==> src/rtl/pwm_timer_pkg.sv <==
package pwm_timer_pkg;

  // byte offsets decoded by the register bus
  localparam int OFF_CFG      = 'h00;
  localparam int OFF_CNT      = 'h08;
  localparam int OFF_SCALED   = 'h10;
  localparam int OFF_CMP_BASE = 'h20;
  localparam int CMP_STRIDE   = 4;

  // configuration bit positions
  localparam int SCALE_W      = 4;
  localparam int CFG_STICKY   = 8;
  localparam int CFG_ZEROCMP  = 9;
  localparam int CFG_RUN      = 12;
  localparam int CFG_ONESHOT  = 13;
  localparam int CFG_IP_LSB   = 28;

  // strobes from control to datapath
  typedef struct packed {
    logic       cntWr;
    logic       cmpWr;
    logic [7:0] cmpIdx;
  } ctrl_strobe_t;

endpackage

==> src/rtl/pwm_timer_chan.sv <==
module pwm_timer_chan #(
  parameter int CMP_W = 16
) (
  input  logic             clk,
  input  logic             rstN,
  input  logic             wrEn,
  input  logic [CMP_W-1:0] wdata,
  input  logic [CMP_W-1:0] scaledVal,
  output logic [CMP_W-1:0] cmpQ,
  output logic             match,
  output logic             pinN
);

  logic below;

  always_ff @(posedge clk) begin
    if (!rstN)     cmpQ <= '0;
    else if (wrEn) cmpQ <= wdata;
  end

  assign below = scaledVal < cmpQ;
  assign match = ~below;
  assign pinN  = ~below;

endmodule

==> src/rtl/pwm_timer_datapath.sv <==
module pwm_timer_datapath
  import pwm_timer_pkg::*;
#(
  parameter int NUM_CH = 4,
  parameter int CNT_W  = 31,
  parameter int CMP_W  = 16
) (
  input  logic                          clk,
  input  logic                          rstN,
  input  ctrl_strobe_t                  strobe,
  input  logic [CNT_W-1:0]              wdata,
  input  logic [SCALE_W-1:0]            scale,
  input  logic                          zeroCmp,
  input  logic                          runEn,
  output logic [CNT_W-1:0]              countQ,
  output logic [CMP_W-1:0]              scaledVal,
  output logic [NUM_CH-1:0][CMP_W-1:0]  cmpQ,
  output logic [NUM_CH-1:0]             matchVec,
  output logic                          restartEvt,
  output logic [NUM_CH-1:0]             pwmOutN
);

  logic [CNT_W-1:0] shifted;
  logic [CNT_W-1:0] periodMask;
  logic             wrapHit;
  logic             zeroHit;

  assign shifted    = countQ >> scale;
  assign scaledVal  = shifted[CMP_W-1:0];
  assign periodMask = ~({CNT_W{1'b1}} << (CMP_W + int'(scale)));
  assign wrapHit    = (countQ & periodMask) == periodMask;
  assign zeroHit    = zeroCmp & (scaledVal >= cmpQ[0]);
  assign restartEvt = runEn & (wrapHit | zeroHit);

  always_ff @(posedge clk) begin
    if (!rstN)             countQ <= '0;
    else if (strobe.cntWr) countQ <= wdata;
    else if (restartEvt)   countQ <= '0;
    else if (runEn)        countQ <= countQ + CNT_W'(1);
  end

  for (genvar i = 0; i < NUM_CH; i++) begin : g_chan
    pwm_timer_chan #(.CMP_W(CMP_W)) u_chan (
      .clk       (clk),
      .rstN      (rstN),
      .wrEn      (strobe.cmpWr && (strobe.cmpIdx == 8'(i))),
      .wdata     (wdata[CMP_W-1:0]),
      .scaledVal (scaledVal),
      .cmpQ      (cmpQ[i]),
      .match     (matchVec[i]),
      .pinN      (pwmOutN[i])
    );
  end

endmodule

==> src/rtl/pwm_timer_ctrl.sv <==
module pwm_timer_ctrl
  import pwm_timer_pkg::*;
#(
  parameter int NUM_CH = 4,
  parameter int ADDR_W = 8,
  parameter int CNT_W  = 31,
  parameter int CMP_W  = 16
) (
  input  logic                          clk,
  input  logic                          rstN,
  input  logic                          busSel,
  input  logic                          busWrite,
  input  logic [ADDR_W-1:0]             busAddr,
  input  logic [31:0]                   busWdata,
  output logic [31:0]                   busRdata,
  input  logic [CNT_W-1:0]              countQ,
  input  logic [CMP_W-1:0]              scaledVal,
  input  logic [NUM_CH-1:0][CMP_W-1:0]  cmpQ,
  input  logic [NUM_CH-1:0]             matchVec,
  input  logic                          restartEvt,
  output ctrl_strobe_t                  strobe,
  output logic [SCALE_W-1:0]            scaleQ,
  output logic                          stickyQ,
  output logic                          zeroCmpQ,
  output logic                          runQ,
  output logic                          oneShotQ,
  output logic                          runEn,
  output logic [NUM_CH-1:0]             ipQ
);

  localparam logic [ADDR_W-1:0] A_CFG    = ADDR_W'(OFF_CFG);
  localparam logic [ADDR_W-1:0] A_CNT    = ADDR_W'(OFF_CNT);
  localparam logic [ADDR_W-1:0] A_SCALED = ADDR_W'(OFF_SCALED);
  localparam logic [ADDR_W-1:0] A_CMP    = ADDR_W'(OFF_CMP_BASE);
  localparam logic [ADDR_W-1:0] CMP_SPAN = ADDR_W'(NUM_CH * CMP_STRIDE);

  logic              wrEn, rdEn;
  logic              cfgHit, cntHit, scaledHit, cmpHit;
  logic [ADDR_W-1:0] cmpOff;
  logic [7:0]        cmpIdx;
  logic              unusedWdata;

  assign wrEn      = busSel & busWrite;
  assign rdEn      = busSel & ~busWrite;
  assign cfgHit    = busAddr == A_CFG;
  assign cntHit    = busAddr == A_CNT;
  assign scaledHit = busAddr == A_SCALED;
  assign cmpOff    = busAddr - A_CMP;
  assign cmpHit    = (busAddr >= A_CMP) && (cmpOff < CMP_SPAN) && (cmpOff[1:0] == 2'b00);
  assign cmpIdx    = 8'(cmpOff >> 2);
  assign unusedWdata = ^busWdata;

  always_comb begin
    strobe.cntWr  = wrEn & cntHit;
    strobe.cmpWr  = wrEn & cmpHit;
    strobe.cmpIdx = cmpIdx;
  end

  assign runEn = runQ | oneShotQ;

  always_ff @(posedge clk) begin
    if (!rstN) begin
      scaleQ   <= '0;
      stickyQ  <= 1'b0;
      zeroCmpQ <= 1'b0;
      runQ     <= 1'b0;
      oneShotQ <= 1'b0;
      ipQ      <= '0;
    end else if (wrEn && cfgHit) begin
      scaleQ   <= busWdata[SCALE_W-1:0];
      stickyQ  <= busWdata[CFG_STICKY];
      zeroCmpQ <= busWdata[CFG_ZEROCMP];
      runQ     <= busWdata[CFG_RUN];
      oneShotQ <= busWdata[CFG_ONESHOT];
      ipQ      <= busWdata[CFG_IP_LSB +: NUM_CH];
    end else begin
      if (restartEvt) oneShotQ <= 1'b0;
      ipQ <= stickyQ ? (ipQ | matchVec) : matchVec;
    end
  end

  always_comb begin
    busRdata = '0;
    if (rdEn) begin
      if (cfgHit) begin
        busRdata[SCALE_W-1:0]          = scaleQ;
        busRdata[CFG_STICKY]           = stickyQ;
        busRdata[CFG_ZEROCMP]          = zeroCmpQ;
        busRdata[CFG_RUN]              = runQ;
        busRdata[CFG_ONESHOT]          = oneShotQ;
        busRdata[CFG_IP_LSB +: NUM_CH] = ipQ;
      end else if (cntHit) begin
        busRdata = 32'(countQ);
      end else if (scaledHit) begin
        busRdata = 32'(scaledVal);
      end else begin
        for (int i = 0; i < NUM_CH; i++) begin
          if (cmpHit && (cmpIdx == 8'(i))) busRdata = 32'(cmpQ[i]);
        end
      end
    end
  end

endmodule

==> src/rtl/pwm_timer.sv <==
module pwm_timer
  import pwm_timer_pkg::*;
#(
  parameter int NUM_CH = 4,
  parameter int ADDR_W = 8,
  parameter int CNT_W  = 31,
  parameter int CMP_W  = 16
) (
  input  logic              clk,
  input  logic              rstN,
  input  logic              busSel,
  input  logic              busWrite,
  input  logic [ADDR_W-1:0] busAddr,
  input  logic [31:0]       busWdata,
  output logic [31:0]       busRdata,
  output logic [NUM_CH-1:0] pwmOutN,
  output logic [NUM_CH-1:0] irqPend
);

  ctrl_strobe_t                 strobe;
  logic [SCALE_W-1:0]           scaleQ;
  logic                         stickyQ, zeroCmpQ, runQ, oneShotQ, runEn;
  logic [NUM_CH-1:0]            ipQ;
  logic [CNT_W-1:0]             countQ;
  logic [CMP_W-1:0]             scaledVal;
  logic [NUM_CH-1:0][CMP_W-1:0] cmpQ;
  logic [NUM_CH-1:0]            matchVec;
  logic                         restartEvt;

  pwm_timer_ctrl #(.NUM_CH(NUM_CH), .ADDR_W(ADDR_W), .CNT_W(CNT_W), .CMP_W(CMP_W)) u_ctrl (
    .clk(clk), .rstN(rstN), .busSel(busSel), .busWrite(busWrite), .busAddr(busAddr),
    .busWdata(busWdata), .busRdata(busRdata), .countQ(countQ), .scaledVal(scaledVal),
    .cmpQ(cmpQ), .matchVec(matchVec), .restartEvt(restartEvt), .strobe(strobe),
    .scaleQ(scaleQ), .stickyQ(stickyQ), .zeroCmpQ(zeroCmpQ), .runQ(runQ),
    .oneShotQ(oneShotQ), .runEn(runEn), .ipQ(ipQ)
  );

  pwm_timer_datapath #(.NUM_CH(NUM_CH), .CNT_W(CNT_W), .CMP_W(CMP_W)) u_dp (
    .clk(clk), .rstN(rstN), .strobe(strobe), .wdata(busWdata[CNT_W-1:0]),
    .scale(scaleQ), .zeroCmp(zeroCmpQ), .runEn(runEn), .countQ(countQ),
    .scaledVal(scaledVal), .cmpQ(cmpQ), .matchVec(matchVec),
    .restartEvt(restartEvt), .pwmOutN(pwmOutN)
  );

  assign irqPend = ipQ;

endmodule

==> config.mk <==
export PLATFORM = sky130hd
export DESIGN_NAME = pwm_timer
export DESIGN_NICKNAME = d
export VERILOG_FILES = /design/src/rtl/pwm_timer_pkg.sv /design/src/rtl/pwm_timer_chan.sv /design/src/rtl/pwm_timer_datapath.sv /design/src/rtl/pwm_timer_ctrl.sv /design/src/rtl/pwm_timer.sv
export SDC_FILE = /design/constraint.sdc
export NUM_CORES = 1
export LEC_CHECK = 0
export BUFFER_PORTS_ARGS = -buffer_cell sky130_fd_sc_hd__buf_4
export CAP_MARGIN = 20
export CORE_MARGIN = 1
export CORE_UTILIZATION = 40
export DETAILED_ROUTE_END_ITERATION = 12
export GPL_TIMING_DRIVEN = 0
export HOLD_SLACK_MARGIN = 0.02
export PLACE_DENSITY = 0.65
export SLEW_MARGIN = 10
export SYNTH_ARGS = -nofsm -noshare
export SYNTH_HDL_FRONTEND = slang
export SYNTH_SLANG_ARGS = --single-unit
==> constraint.sdc <==
create_clock -name clk -period 6.1 [get_ports clk]
set_clock_uncertainty 0.1 [all_clocks]
set_input_delay 0.305 -clock clk [delete_from_list [all_inputs] [get_ports clk]]
set_output_delay 0.305 -clock clk [all_outputs]
set_load 0.02 [all_outputs]
# Word-level counts from Yosys, hierarchy flattened
# Cells that the tools add are included.
# totals
register_bits	107
latch_bits	0
ram_bits	0
mem_bits_ro	0
input_bits	44
output_inout_bits	40
mem_count	0
# classes
add_sub_neg	3
mul	0
div_mod_pow	0
order_cmp	7
eq_ne	6
shift	2
muxes	21
n_bitwise	16
n_reduce_logical	16
# op_table
op	n
two-way mux 32 bit	4
two-way mux 31 bit	3
< comparator 16 bit	4
two-way mux 16 bit	3
<< shifter 31 x 32 -> 31 bit (first input constant)	1
adder 31 x 1 -> 31 bit (second input constant)	1
AND 31 bit	1
equality test 31 bit	1
inverter 31 bit	1
>> shifter 31 x 4 -> 16 bit	1
two-way mux 4 bit	5
greater-or-equal comparator 16 bit	1
zero test 8 bit	2
two-way mux 14 bit	1
equality test 6 x 2 -> 1 bit (second input constant)	2
logical AND 1 bit	11
equality test 8 x 4 -> 1 bit (second input constant)	1
equality test 8 x 5 -> 1 bit (second input constant)	1
greater-or-equal comparator 8 x 6 -> 1 bit (second input constant)	1
< comparator 8 x 5 -> 1 bit (second input constant)	1
subtractor 8 x 6 -> 8 bit (second input constant)	1
adder 5 x 4 -> 6 bit (first input constant)	1
AND 1 bit	6
equality test 6 x 1 -> 1 bit (second input constant)	1
other kinds (8)	16

# Longest topological paths before layout
# Gate-level depths: netlist (run 1).
# logic_depth
ltp_word	13
ltp_mapped	18
mapped_depth_nobuf	13

# By module
# A second synthesis (run 1) with hierarchy kept.
# hier_totals
hier_cells	1167
area_unflattened_um2	9585.4
# by_module_without_submodules
module	n_inst	cells_per_inst	area_per_inst_um2
pwm_timer_chan	4	104	1007.2
pwm_timer_datapath	1	515	3758.6
pwm_timer_ctrl	1	236	1798.0

# Worst setup path after synthesis (run 1)
# Ideal clock, no wire load.
# synth_timing
path_type	register -> register
from	register u_ctrl.scaleQ[1]
to	register u_dp.countQ[27]
setup_ps	119
arrival_ps	3519
t_required_ps	5881
slack_ps	2362
stages_incl_launch_ff	18
path_cell_list	dfxtp_1 -> buf_2 -> buf_4 -> buf_2 -> mux2_2 -> nand2_1 -> o21ai_0 -> a21oi_1 -> a21oi_1 -> ha_1 -> nand4_1 -> nor4_1 -> o21ai_0 -> a41oi_1 -> buf_2 -> nor3_1 -> o21a_1 -> o221a_2
# synth_between
elab_chain_len	9
word_cells_on_any_way	13
cone_classes	add/sub: 1; order compare: 1; eq/ne: 1; shift: 2; mux: 2; bitwise: 5; reduce/logical: 1
# synth_rtl
item	line	rtl
from (decl)	pwm_timer_ctrl.sv:22	output logic [SCALE_W-1:0] scaleQ,
from (signal assigned)	pwm_timer_ctrl.sv:70	scaleQ <= busWdata[SCALE_W-1:0];
adder 5 x 4 -> 6 bit	pwm_timer_datapath.sv:30	assign periodMask = ~({CNT_W{1'b1}} << (CMP_W + int'(scale)));
<< shifter 31 x 32 -> 31 bit	pwm_timer_datapath.sv:30	
inverter 31 bit	pwm_timer_datapath.sv:30	
AND 31 bit	pwm_timer_datapath.sv:31	assign wrapHit = (countQ & periodMask) == periodMask;
equality test 31 bit	pwm_timer_datapath.sv:31	
bitwise OR 1 bit *	pwm_timer_datapath.sv:33	assign restartEvt = runEn & (wrapHit | zeroHit);
AND 1 bit *	pwm_timer_datapath.sv:33	
two-way mux 31 bit	pwm_timer_datapath.sv:38	else if (restartEvt) countQ <= '0;
two-way mux 31 bit	pwm_timer_datapath.sv:37	else if (strobe.cntWr) countQ <= wdata;
to (signal assigned)	pwm_timer_datapath.sv:37	
to (signal assigned)	pwm_timer_datapath.sv:39	else if (runEn) countQ <= countQ + CNT_W'(1);
to (decl)	pwm_timer_datapath.sv:15	output logic [CNT_W-1:0] countQ,
# Mark *: on every way between the ends. The rest lies on a longest branch, timed or not.
# A chain may end at the register's enable or synchronous reset.

# Worst setup path in the final report (run 1)
# layout_timing
from	register u_ctrl.scaleQ[2]
to	register u_dp.countQ[27]
# Same word-level chain as after synthesis.

==> qor.tcl, run 1 <==
set qor(run_status) {finished clean}
set qor(worst_setup_path_startpoint) {u_ctrl.scaleQ[2]}
set qor(cell_type_contributing_the_most_total_cell_area_after_synthesis) {dfxtp_1}
set qor(via_count) 9553
set qor(timing_worst_slew_pin_value_ns) 1.14
set qor(ys_types) 76
set qor(final-setup-viol-count) 0
set qor(die_w_um) 150
set qor(power.ir.vdd_worst_mv) 0.132
set qor(netlist_instances) 1191
set qor(drt_first_pass_iters) 7
set qor(crit_fanout) 10
set qor(critical_path.endpoint) {u_dp.countQ[27]}
set qor(post_route_cells_drive_above_1_share_pct) 15.1
set qor(critPathRequiredTime_ns) 6.26
set qor(vias_per_cell) 6.11
set qor(rows) 53
set qor(hold_buffers) 0
set qor(yosys-top-cells-count) {232 x nand2_1, 125 x a21oi_1, 107 x dfxtp_1, 79 x nor2_1, 76 x inv_1}
set qor(maximum_number_of_pins_on_one_net_before_global_route_repair) 18
set qor(seq_area_frac_synth_pct) 24.4
set qor(floorplan_die_area_sq_mm) 0.0226
set qor(timing.slew.headroom_pct) 23.9
set qor(grt_overflow_total) 0
set qor(post-dp-hpwl_um) 26700
set qor(cp_arrival_ns) 5.51
set qor(clock_latency_ns) 0.37
set qor(fin_crit_sh_pct) 87.6
set qor(period_minus_slack_ns) 5.35
set qor(clock-sinks) 107
set qor(final_antenna_net_count) 0
set qor(r2r-start) {u_ctrl.scaleQ[2]}
set qor(post_synth_edffs) 0
set qor(synthesis.area_sq_mm) 0.00879
set qor(maxSlewViolCount) 0
set qor(ys_ff_latch) 107
set qor(power_density_mw_per_mm2) 154
set qor(gp_congestion) 0.991
set qor(grt_first_pass_wirelength_um) 52700
set qor(flow.area_growth_from_synthesis_pct) 14.4
set qor(initial_core_util_pct) 41.3
set qor(reg2reg_depth) 14
set qor(synth_area_per_cell_sq_um) 7.38
set qor(hold_viol) 0
set qor(cellLeakagePower_nw) 3.65
set qor(timing.setup.tns_ns) 0
set qor(synth.net_count) 1298
set qor(regToRegSetupSlack_ns) 0.75
set qor(cts_max_level) 3
set qor(rsz0062_at_grt) {false}
set qor(grt_antenna_before_repair) 0
set qor(tritoncts) {built}
set qor(boundaryPins) 84
set qor(end_kind) {register}
set qor(portBuffers) 80
set qor(finish.utilization_pct) 47.2
set qor(ys_warn_count) 0
set qor(worstSetupStartpointType) {register}
set qor(critical_path_class) {reg2reg}
set qor(num-nets-final) 1390
set qor(cts_inserted_buffers) 9
set qor(synth_top_cell_area_share_pct) 24.4
set qor(post_cts_buffers) 0
set qor(worst_r2r_endpoint) {u_dp.countQ[27]}
set qor(synth-async-reset-ratio_pct) 0
set qor(detail_route.wirelength_um) 34800
set qor(clock_pin_slew_of_the_registers_on_the_worst_case_setup_and_hold_paths_ns) 0.07
set qor(drc) 0
set qor(wl_per_cell_um) 22.3
set qor(clk_root_buffer_cell) {clkbuf_16}
set qor(grt_pass1_vias) 8796
set qor(drv.max_cap_violation_count) 0
set qor(post_cts_sizing_count) 0
set qor(hp-class) {in2reg}
set qor(floorplan.core_area_sq_mm) 0.0213
set qor(synthMostInstantiatedCell) {nand2_1}
set qor(achievable-frequency_mhz) 187
set qor(drt_first_iter_violations) 1094
set qor(max_buffers_root_to_sink) 2
set qor(num_antenna_cells) 0
set qor(ys_dominant_reg_cell) {dfxtp_1}
set qor(die_h_um) 150
set qor(top_cells_by_area_synth) {dfxtp_1 24%, nand2_1 9.9%, ha_1 9.0%}
set qor(gr-usage-all-layers_pct) 31.6
[report_power, final]
| part | total, mW | switching [mW] | internal, mW |
|---|---|---|---|
| clock network | 0.643 | 0.298 | 0.345 |
| registers | 0.709 | 0.00521 | 0.703 |
| logic | 0.194 | 0.127 | 0.0669 |
[worst min path at each step]
| stage | start | endpoint | slack [ns] | cells past startpoint |
|---|---|---|---|---|
| 2_1_floorplan | u_dp.g_chan[0].u_chan.cmpQ[12] | u_dp.g_chan[0].u_chan.cmpQ[12] | 0.34 | 2 |
| 3_3_place_gp | u_dp.g_chan[1].u_chan.cmpQ[2] | u_dp.g_chan[1].u_chan.cmpQ[2] | 0.34 | 2 |
| 3_5_place_dp | u_dp.g_chan[0].u_chan.cmpQ[4] | u_dp.g_chan[0].u_chan.cmpQ[4] | 0.35 | 2 |
| 4_1_cts | busWdata[25] | u_dp.countQ[25] | 0.12 | 2 |
| 5_1_grt | busWdata[11] | u_dp.g_chan[1].u_chan.cmpQ[11] | 0.14 | 3 |
| 6_report | busWdata[25] | u_dp.countQ[25] | 0.12 | 2 |
[stage by stage]
step	total power, mW	std cells	worst slack [ns]	cell area, sq um	hold slack (ns)
floorplan	0.820	1191	2.36	8790	0.336
global placement	0.912	1546	0.881	9730	0.343
detailed placement	0.913	1547	0.900	9740	0.347
CTS	1.54	1563	0.881	10100	0.116
global route	1.58	1563	0.571	10100	0.136
finish	1.55	1563	0.754	10100	0.123
[flip-flops by register name, summed over array words and instances, names as in the netlist]
name	count
u_dp.countQ	31
u_ctrl.ipQ	4
u_ctrl.runQ	1
u_ctrl.scaleQ	4
u_ctrl.stickyQ	1
u_ctrl.zeroCmpQ	1
u_ctrl.oneShotQ	1
u_dp.g_chan.u_chan.cmpQ	64
[area by class of cell]
| cell class | count | area, sq um |
|---|---|---|
| Buffer | 92 | 447 |
| Clock buffer | 12 | 256 |
| Multi-Input combinational cell | 914 | 5910 |
| Clock inverter | 4 | 55.1 |
| Tap cell | 275 | 344 |
| Inverter | 78 | 293 |
| Timing Repair Buffer | 81 | 608 |
| Fill cell | 2171 | 11200 |
| Sequential cell | 107 | 2140 |
[logic make-up (layout without fill, tap and decap cells)]
logic type      after synthesis  count (layout)  share of synthesized area, %
compound gates              322             322                          22.9
xor+xnor                     10              10                         0.997
fa+ha+maj                    63              63                          8.97
buf+inv                     170             267                          8.41
flops                       107             107                          24.4
mux                          64              64                          9.85
simple gates                455             455                          24.5
[worst max-delay path, cell delays in order, from the launching register on]
cell	delay [ns]
dfxtp_1	0.31
buf_2	0.17
clkbuf_1	0.43
clkbuf_1	0.45
o211ai_1	0.19
a31oi_1	0.94
ha_1	0.27
nand4_1	0.21
nor4_1	0.58
o21ai_0	0.32
a41oi_1	0.43
buf_2	0.33
nor3_1	0.09
o21a_1	0.18
o221a_2	0.23
[layer usage]
metal | track usage [%] | wire, um | up-vias
met1 | 45.2 | 15000 | 4532
li1 | - | - | 4418
met4 | 14.0 | 1250 | 0
met3 | 5.09 | 3760 | 81
met5 | 0 | 0 | -
met2 | 46.3 | 14800 | 522
[placed cells by master, fill, tap and decap left out, types with 12 or more instances in the layout]
| cell type | instances |
|---|---|
| ha_1 | 63 |
| nand3_1 | 26 |
| mux4_2 | 16 |
| nand2_1 | 232 |
| clkbuf_1 | 47 |
| buf_4 | 90 |
| a21o_1 | 12 |
| nor3_1 | 17 |
| mux2i_1 | 37 |
| a211oi_1 | 15 |
| and2_1 | 12 |
| dfxtp_1 | 107 |
| a31oi_1 | 20 |
| a21oi_1 | 125 |
| nand4_1 | 18 |
| nor2_1 | 79 |
| o21ai_0 | 61 |
| inv_1 | 76 |
| buf_2 | 28 |
Power figures use the tool's default switching activity.
==> run 2: changes to the inputs <==
--- a/config.mk
+++ b/config.mk
@@ -13,5 +13,5 @@
 export GPL_TIMING_DRIVEN = 0
 export HOLD_SLACK_MARGIN = 0.02
-export PLACE_DENSITY = 0.65
+export PLACE_DENSITY = 0.67
 export SLEW_MARGIN = 10
 export SYNTH_ARGS = -nofsm -noshare
==> constraint.sdc (replaced) <==
create_clock -name clk -period 4.3 [get_ports clk]
set_clock_uncertainty 0.1 [all_clocks]
set_input_delay 0.215 -clock clk [delete_from_list [all_inputs] [get_ports clk]]
set_output_delay 0.215 -clock clk [all_outputs]
set_load 0.01 [all_outputs]
==> run 2 against run 1 <==
Effect of this change:
- worst setup slack got worse by 0.68 ns
- critical path depth rose by 1
- count of clock-buffer cells in the layout fell by 3
- critical endpoint unchanged
- maximum frequency rose by 26%
- clock power rose by 30%
- highest routed layer unchanged
- sequential power rose by 42%
==> qor.tcl, run 2 (synthesis gave the netlist of run 1 again) <==
set qor(vias_per_cell) 6.23 ;# +1.9%
set qor(cts_inserted_buffers) 9 ;# unchanged
set qor(timing.critical_path.slowest_cell_delay_ns) 0.55 ;# -0.39 ns
set qor(grt_overflow_total) 0 ;# unchanged
set qor(flow.area_growth_from_synthesis_pct) 19.7
set qor(gr-usage-all-layers_pct) 31.9 ;# +0.30 points
set qor(post_dp_area_sq_mm) 0.00973 ;# about the same
set qor(period_minus_slack_ns) 4.23 ;# -1.12 ns
set qor(finalNonFillerCells) 1576 ;# +0.83%
set qor(end_kind) {register}
set qor(num_antenna_cells) 0 ;# unchanged
set qor(filler_cell_count) 2077 ;# -4.3%
set qor(largest_register_ffs) 64 ;# unchanged
set qor(biggestRegsByFlops) {u_dp.g_chan.u_chan.cmpQ (64), u_dp.countQ (31)}
set qor(power_switching_share_pct) 29.4 ;# +1.6 points
set qor(initial_core_util_pct) 41.3 ;# unchanged
set qor(crit_cells) 15 ;# +1
set qor(max_buffers_root_to_sink) 2 ;# unchanged
set qor(hold_viol) 0 ;# unchanged
set qor(num-nets-final) 1403 ;# +0.94%
set qor(seq_power_share_pct) 47.0 ;# +1.2 points
set qor(crit_fanout) 10 ;# unchanged
set qor(post_route_cells_drive_above_1_share_pct) 19.1 ;# +4.0 points
set qor(switching_power_mw) 0.629 ;# +46%
set qor(timing_worst_slew_pin_value_ns) 0.809 ;# -0.327 ns
set qor(worst-path-buf-inv) 3 ;# -1
set qor(finish.instance_area_sq_mm) 0.0105 ;# +4.7%
set qor(number_of_cells_in_the_design_after_placement) 1546 ;# -0.065%
set qor(critical_path.slowest_cell) {mux4_2}
set qor(run_status) {finished clean}
set qor(drc) 0 ;# unchanged
set qor(fin_crit_sh_pct) 98.3 ;# +11 points
set qor(critical_path_class) {reg2reg}
set qor(path_delay_family) {compound AO/OA/AOI/OAI gates}
set qor(rsz0062_at_grt) {true}
set qor(critPathRequiredTime_ns) 4.46 ;# -1.80 ns
set qor(grt_antenna_before_repair) 0 ;# unchanged
set qor(gp_congestion) 0.971 ;# -2.0%
set qor(final.hold.worst_slack_ns) 0.0339 ;# -0.0891 ns
set qor(wl_per_cell_um) 22.5 ;# +1.0%
set qor(drt_first_pass_iters) 8 ;# +1
set qor(drv.max_cap_violation_count) 0 ;# unchanged
set qor(power.ir.vdd_worst_mv) 0.174 ;# +32%
set qor(crit_path_cell_trace) {clkbuf_4 -> buf_6 -> mux4_2 -> nand2_1 -> nand2_1 -> o21a_2 -> ha_1 -> nand4_1 -> nor4_4 -> o21ai_2 -> a41oi_4 -> buf_6 -> nor3_1 -> o21a_1 -> o221a_2}
set qor(timing.setup.tns_ns) 0 ;# unchanged
set qor(post-place-ws_ns) -0.916 ;# -1.82 ns
set qor(clock_latency_ns) 0.37 ;# about the same
set qor(timing.slew.headroom_pct) 45.6 ;# +22 points
set qor(maxSlewViolCount) 0 ;# unchanged
set qor(final_antenna_net_count) 0 ;# unchanged
set qor(detail_route.wirelength_um) 35500 ;# +1.9%
set qor(finish.utilization_pct) 49.4 ;# +2.2 points
set qor(die_w_um) 150 ;# unchanged
set qor(boundaryPins) 84 ;# unchanged
set qor(min_delay_path_depth) 3 ;# +1
set qor(cellLeakagePower_nw) 3.77 ;# +3.1%
set qor(worstSetupStartpointType) {register}
set qor(total_power_after_layout_mw) 2.14 ;# +38%
set qor(die_h_um) 150 ;# unchanged
set qor(final-setup-viol-count) 0 ;# unchanged
set qor(registers.top_by_ff_count) {u_dp.g_chan.u_chan.cmpQ}
set qor(comb_power_share_pct) 13.7 ;# +1.1 points
set qor(floorplan.core_area_sq_mm) 0.0213 ;# unchanged
set qor(rows) 53 ;# unchanged
set qor(clock_share_of_power_pct) 39.2 ;# -2.4 points
set qor(clk_root_buffer_cell) {clkbuf_16}
set qor(internal-power_mw) 1.51 ;# +35%
set qor(achievable-frequency_mhz) 237 ;# +26%
set qor(clock_pin_slew_of_the_registers_on_the_worst_case_setup_and_hold_paths_ns) 0.08 ;# about the same
set qor(hp-class) {in2reg}
set qor(grt_first_pass_wirelength_um) 53300 ;# +1.1%
set qor(drt_first_iter_violations) 1062 ;# -2.9%
set qor(power_density_mw_per_mm2) 203 ;# +32%
set qor(tritoncts) {built}
set qor(floorplan_die_area_sq_mm) 0.0226 ;# unchanged
set qor(portBuffers) 80 ;# unchanged
set qor(clock-sinks) 107 ;# unchanged
set qor(cp_arrival_ns) 4.39 ;# -1.12 ns
set qor(post-dp-hpwl_um) 26900 ;# +0.78%
set qor(grt_pass1_vias) 8950 ;# +1.8%
set qor(via_count) 9815 ;# +2.7%
set qor(layout_common_cells) {231 x nand2_1, 120 x a21oi_1, 107 x dfxtp_1}
set qor(reg2reg_depth) 15 ;# +1
set qor(final_common_cell) {nand2_1}
set qor(maximum_number_of_pins_on_one_net_before_global_route_repair) 20 ;# +2
set qor(setup_slack_ns) 0.0717 ;# -0.682 ns
set qor(cts_max_level) 3 ;# unchanged
set qor(hold_buffers) 0 ;# unchanged
run 2: repair_timing:
| item | 4_1_cts | 5_1_grt |
|---|---|---|
| gates resized for setup | 48 | 34 |
| gates cloned | 0 | 1 |
| pin swaps | 5 | 10 |
| hold endpoints to repair | 0 | 0 |
| setup endpoints to repair | 38 | 36 |
| setup buffers | 8 | 5 |
run 2: cell type report:
cell class	instances	area (sq um)	area share [%]
Buffer	92	497	4.72
Clock buffer	9	225	2.14
Clock inverter	7	63.8	0.606
Inverter	78	297	2.82
Multi-Input combinational cell	914	6220	59.2
Sequential cell	107	2140	20.4
Tap cell	275	344	3.27
Timing Repair Buffer	94	728	6.92
run 2: path summary, 6_finish.rpt:
check,startpoint,end,slack [ns]
setup / recovery,u_ctrl.scaleQ[0],u_dp.countQ[27],0.07
hold / removal,busWdata[16],u_dp.countQ[16],0.03
setup reg to reg,u_ctrl.scaleQ[0],u_dp.countQ[27],0.07
hold reg to reg,u_dp.g_chan[3].u_chan.cmpQ[8],u_dp.g_chan[3].u_chan.cmpQ[8],0.36
run 2: worst reg2reg max path, delay by kind of cell, from the launching register on:
kind,cells,cell delay [ns]
adder cells (fa/ha/maj),1,0.34
buffers and inverters,3,0.58
multiplexers,1,0.56
AO/OA/AOI/OAI,5,1.23
flip-flops,1,0.31
AND/OR/NAND/NOR,5,1.01
run 2: power groups by stage:
| stage | Sequential [mW] | Clock (mW) | Combinational [mW] |
|---|---|---|---|
| 3_5_place_dp | 1.03 | 0 | 0.260 |
| 6_report | 1.01 | 0.839 | 0.294 |
| 2_1_floorplan | 1.03 | 0 | 0.129 |
| 3_3_place_gp | 1.03 | 0 | 0.258 |
| 5_1_grt | 1.01 | 0.870 | 0.307 |
| 4_1_cts | 1.00 | 0.839 | 0.270 |
run 2: metal layers:
metal | up-vias | wire [um] | global-route usage [%]
met5 | - | 0 | 0
met4 | 0 | 1260 | 12.1
met3 | 96 | 3800 | 5.42
met2 | 590 | 15200 | 48.3
met1 | 4673 | 15200 | 45.0
li1 | 4456 | - | -
==> run 3: changes to the inputs <==
Settings changed: RECOVER_POWER set to 100.
==> run 3 against run 2 <==
Effect of this change:
- design area down 1.3%
- non-clock buffer count unchanged
- worst setup slack worse by 0.014 ns
- via count down 0.71%
- combinational power down 3%
- maximum frequency down 0.33%
- clock power down 0.6%
- critical path depth unchanged
- routed wire length about the same
- cell count unchanged
- sequential share of layout area up 0.26 points
- count of clock-buffer cells in the layout unchanged
- critical endpoint unchanged
==> qor.tcl, run 3 (synthesis gave the netlist of run 1 again) <==
set qor(floorplan.core_area_sq_mm) 0.0213 ;# unchanged
set qor(comb_power_share_pct) 13.5 ;# -0.2 points
set qor(gp_congestion) 0.971 ;# unchanged
set qor(cts_max_level) 3 ;# unchanged
set qor(final-setup-viol-count) 0 ;# unchanged
set qor(max_buffers_root_to_sink) 2 ;# unchanged
set qor(finish.instance_area_sq_mm) 0.0104 ;# -1.3%
set qor(wl_per_cell_um) 22.5 ;# about the same
set qor(seq_power_share_pct) 47.3 ;# +0.3 points
set qor(drt_first_pass_iters) 5 ;# -3
set qor(grt_pass1_vias) 8950 ;# unchanged
set qor(grt_first_pass_wirelength_um) 53300 ;# unchanged
set qor(floorplan_die_area_sq_mm) 0.0226 ;# unchanged
set qor(initial_core_util_pct) 41.3 ;# unchanged
set qor(power_switching_share_pct) 29.3 ;# -0.18 points
set qor(period_minus_slack_ns) 4.24 ;# +0.0138 ns
set qor(final_common_cell) {nand2_1}
set qor(post_route_cells_drive_above_1_share_pct) 17.0 ;# -2.1 points
set qor(clock_share_of_power_pct) 39.2 ;# about the same
set qor(drc) 0 ;# unchanged
set qor(timing.setup.tns_ns) 0 ;# unchanged
set qor(biggestRegsByFlops) {u_dp.g_chan.u_chan.cmpQ (64), u_dp.countQ (31)}
set qor(num-nets-final) 1403 ;# unchanged
set qor(internal-power_mw) 1.50 ;# -0.33%
set qor(grt_overflow_total) 0 ;# unchanged
set qor(clock_pin_slew_of_the_registers_on_the_worst_case_setup_and_hold_paths_ns) 0.08 ;# about the same
set qor(end_kind) {register}
set qor(power.ir.vdd_worst_mv) 0.175 ;# +0.51%
set qor(rows) 53 ;# unchanged
set qor(largest_register_ffs) 64 ;# unchanged
set qor(total_power_after_layout_mw) 2.13 ;# -0.58%
set qor(drt_first_iter_violations) 982 ;# -7.5%
set qor(layout_common_cells) {231 x nand2_1, 120 x a21oi_1, 107 x dfxtp_1}
set qor(achievable-frequency_mhz) 236 ;# -0.33%
set qor(grt_antenna_before_repair) 0 ;# unchanged
set qor(cts_inserted_buffers) 9 ;# unchanged
set qor(rsz0062_at_grt) {true}
set qor(maxSlewViolCount) 0 ;# unchanged
set qor(boundaryPins) 84 ;# unchanged
set qor(clk_root_buffer_cell) {clkbuf_16}
set qor(hp-class) {in2reg}
set qor(registers.top_by_ff_count) {u_dp.g_chan.u_chan.cmpQ}
set qor(hold_viol) 0 ;# unchanged
set qor(via_count) 9745 ;# -0.71%
set qor(maximum_number_of_pins_on_one_net_before_global_route_repair) 20 ;# unchanged
set qor(gr-usage-all-layers_pct) 31.9 ;# unchanged
set qor(number_of_cells_in_the_design_after_placement) 1546 ;# unchanged
set qor(detail_route.wirelength_um) 35400 ;# about the same
set qor(clock-sinks) 107 ;# unchanged
set qor(finalNonFillerCells) 1576 ;# unchanged
set qor(critPathRequiredTime_ns) 4.46 ;# about the same
set qor(timing_worst_slew_pin_value_ns) 1.28 ;# +0.469 ns
set qor(clock_latency_ns) 0.37 ;# about the same
set qor(critical_path_class) {reg2reg}
set qor(cellLeakagePower_nw) 3.65 ;# -3.2%
set qor(cp_arrival_ns) 4.40 ;# about the same
set qor(power_density_mw_per_mm2) 205 ;# +0.69%
set qor(vias_per_cell) 6.18 ;# -0.71%
set qor(finish.utilization_pct) 48.8 ;# -0.62 points
set qor(worstSetupStartpointType) {register}
set qor(crit_fanout) 10 ;# unchanged
set qor(post_dp_area_sq_mm) 0.00973 ;# unchanged
set qor(timing.slew.headroom_pct) 14.0 ;# -32 points
set qor(portBuffers) 80 ;# unchanged
set qor(drv.max_cap_violation_count) 0 ;# unchanged
set qor(die_w_um) 150 ;# unchanged
set qor(flow.area_growth_from_synthesis_pct) 18.2
set qor(post-dp-hpwl_um) 26900 ;# unchanged
set qor(die_h_um) 150 ;# unchanged
set qor(num_antenna_cells) 0 ;# unchanged
set qor(run_status) {finished clean}
set qor(switching_power_mw) 0.622 ;# -1.2%
set qor(tritoncts) {built}
set qor(final_antenna_net_count) 0 ;# unchanged
set qor(fin_crit_sh_pct) 98.7 ;# +0.32 points
[run 3: cell types whose count changed in the layout (fill, tap and decap cells not counted), moves of 2 or more]
cell,change
clkbuf_1,+23
and2_1,-9
buf_4,-21
and2_0,+9
buf_6,-2
[run 3: stage by stage]
stage / setup slack, ns / hold WS [ns]
2_1_floorplan: 0.562 / 0.251
3_3_place_gp: -0.944 / 0.343
3_5_place_dp: -0.916 / 0.347
4_1_cts: 0.0197 / 0.0357
5_1_grt: -0.0321 / 0.0458
6_report: 0.0579 / 0.0366
[run 3: power groups by stage]
stage | combinational [mW] | clock, mW | sequential (mW)
3_3_place_gp | 0.258 | 0 | 1.03
3_5_place_dp | 0.260 | 0 | 1.03
2_1_floorplan | 0.129 | 0 | 1.03
5_1_grt | 0.299 | 0.870 | 1.01
6_report | 0.286 | 0.834 | 1.01
4_1_cts | 0.270 | 0.839 | 1.00
[run 3: critical path: stages (launching register included)]
cell      delay [ns]
dfxtp_1         0.31
clkbuf_4        0.22
buf_6           0.19
mux4_2          0.56
nand2_1         0.09
nand2_1         0.10
o21a_2          0.30
ha_1            0.34
nand4_1         0.28
nor4_4          0.49
o21ai_2         0.17
a41oi_4         0.34
buf_6           0.17
nor3_1          0.05
o21a_1          0.18
o221a_2         0.23
[run 3: routing by layer]
layer | part of all wire, % | vias to the layer above | global-route usage, %
met2 | 43 | 589 | 48.3
met5 | 0 | - | 0
li1 | - | 4454 | -
met3 | 11 | 89 | 5.42
met4 | 3.7 | 0 | 12.1
met1 | 43 | 4613 | 45.0
[run 3: final cells by class]
| cell class | count | area [sq um] |
|---|---|---|
| fillers | 2108 | 10900 |
| inverters | 78 | 297 |
| clock inverters | 7 | 63.8 |
| flip-flops and latches | 107 | 2140 |
| plain buffers | 92 | 480 |
| multi-input cells | 914 | 6180 |
| well taps | 275 | 344 |
| repair buffers | 94 | 653 |
| clock buffers | 9 | 225 |
[run 3: worst paths after layout]
| check | start | to | cells past startpoint | slack (ns) |
|---|---|---|---|---|
| setup / recovery | u_ctrl.scaleQ[0] | u_dp.countQ[27] | 15 | 0.06 |
| hold / removal | busWdata[25] | u_dp.countQ[25] | 2 | 0.04 |
| setup reg to reg | u_ctrl.scaleQ[0] | u_dp.countQ[27] | 15 | 0.06 |
| hold reg to reg | u_dp.g_chan[3].u_chan.cmpQ[8] | u_dp.g_chan[3].u_chan.cmpQ[8] | 2 | 0.36 |
[run 3: timing repair]
item / 4_1_cts / 5_1_grt
endpoints found under the setup margin: 38 / 36
cloned: 0 / 1
buffers inserted: 8 / 5
hold buffers: 0 / 0
gates resized for setup: 48 / 34
pin swaps: 5 / 10
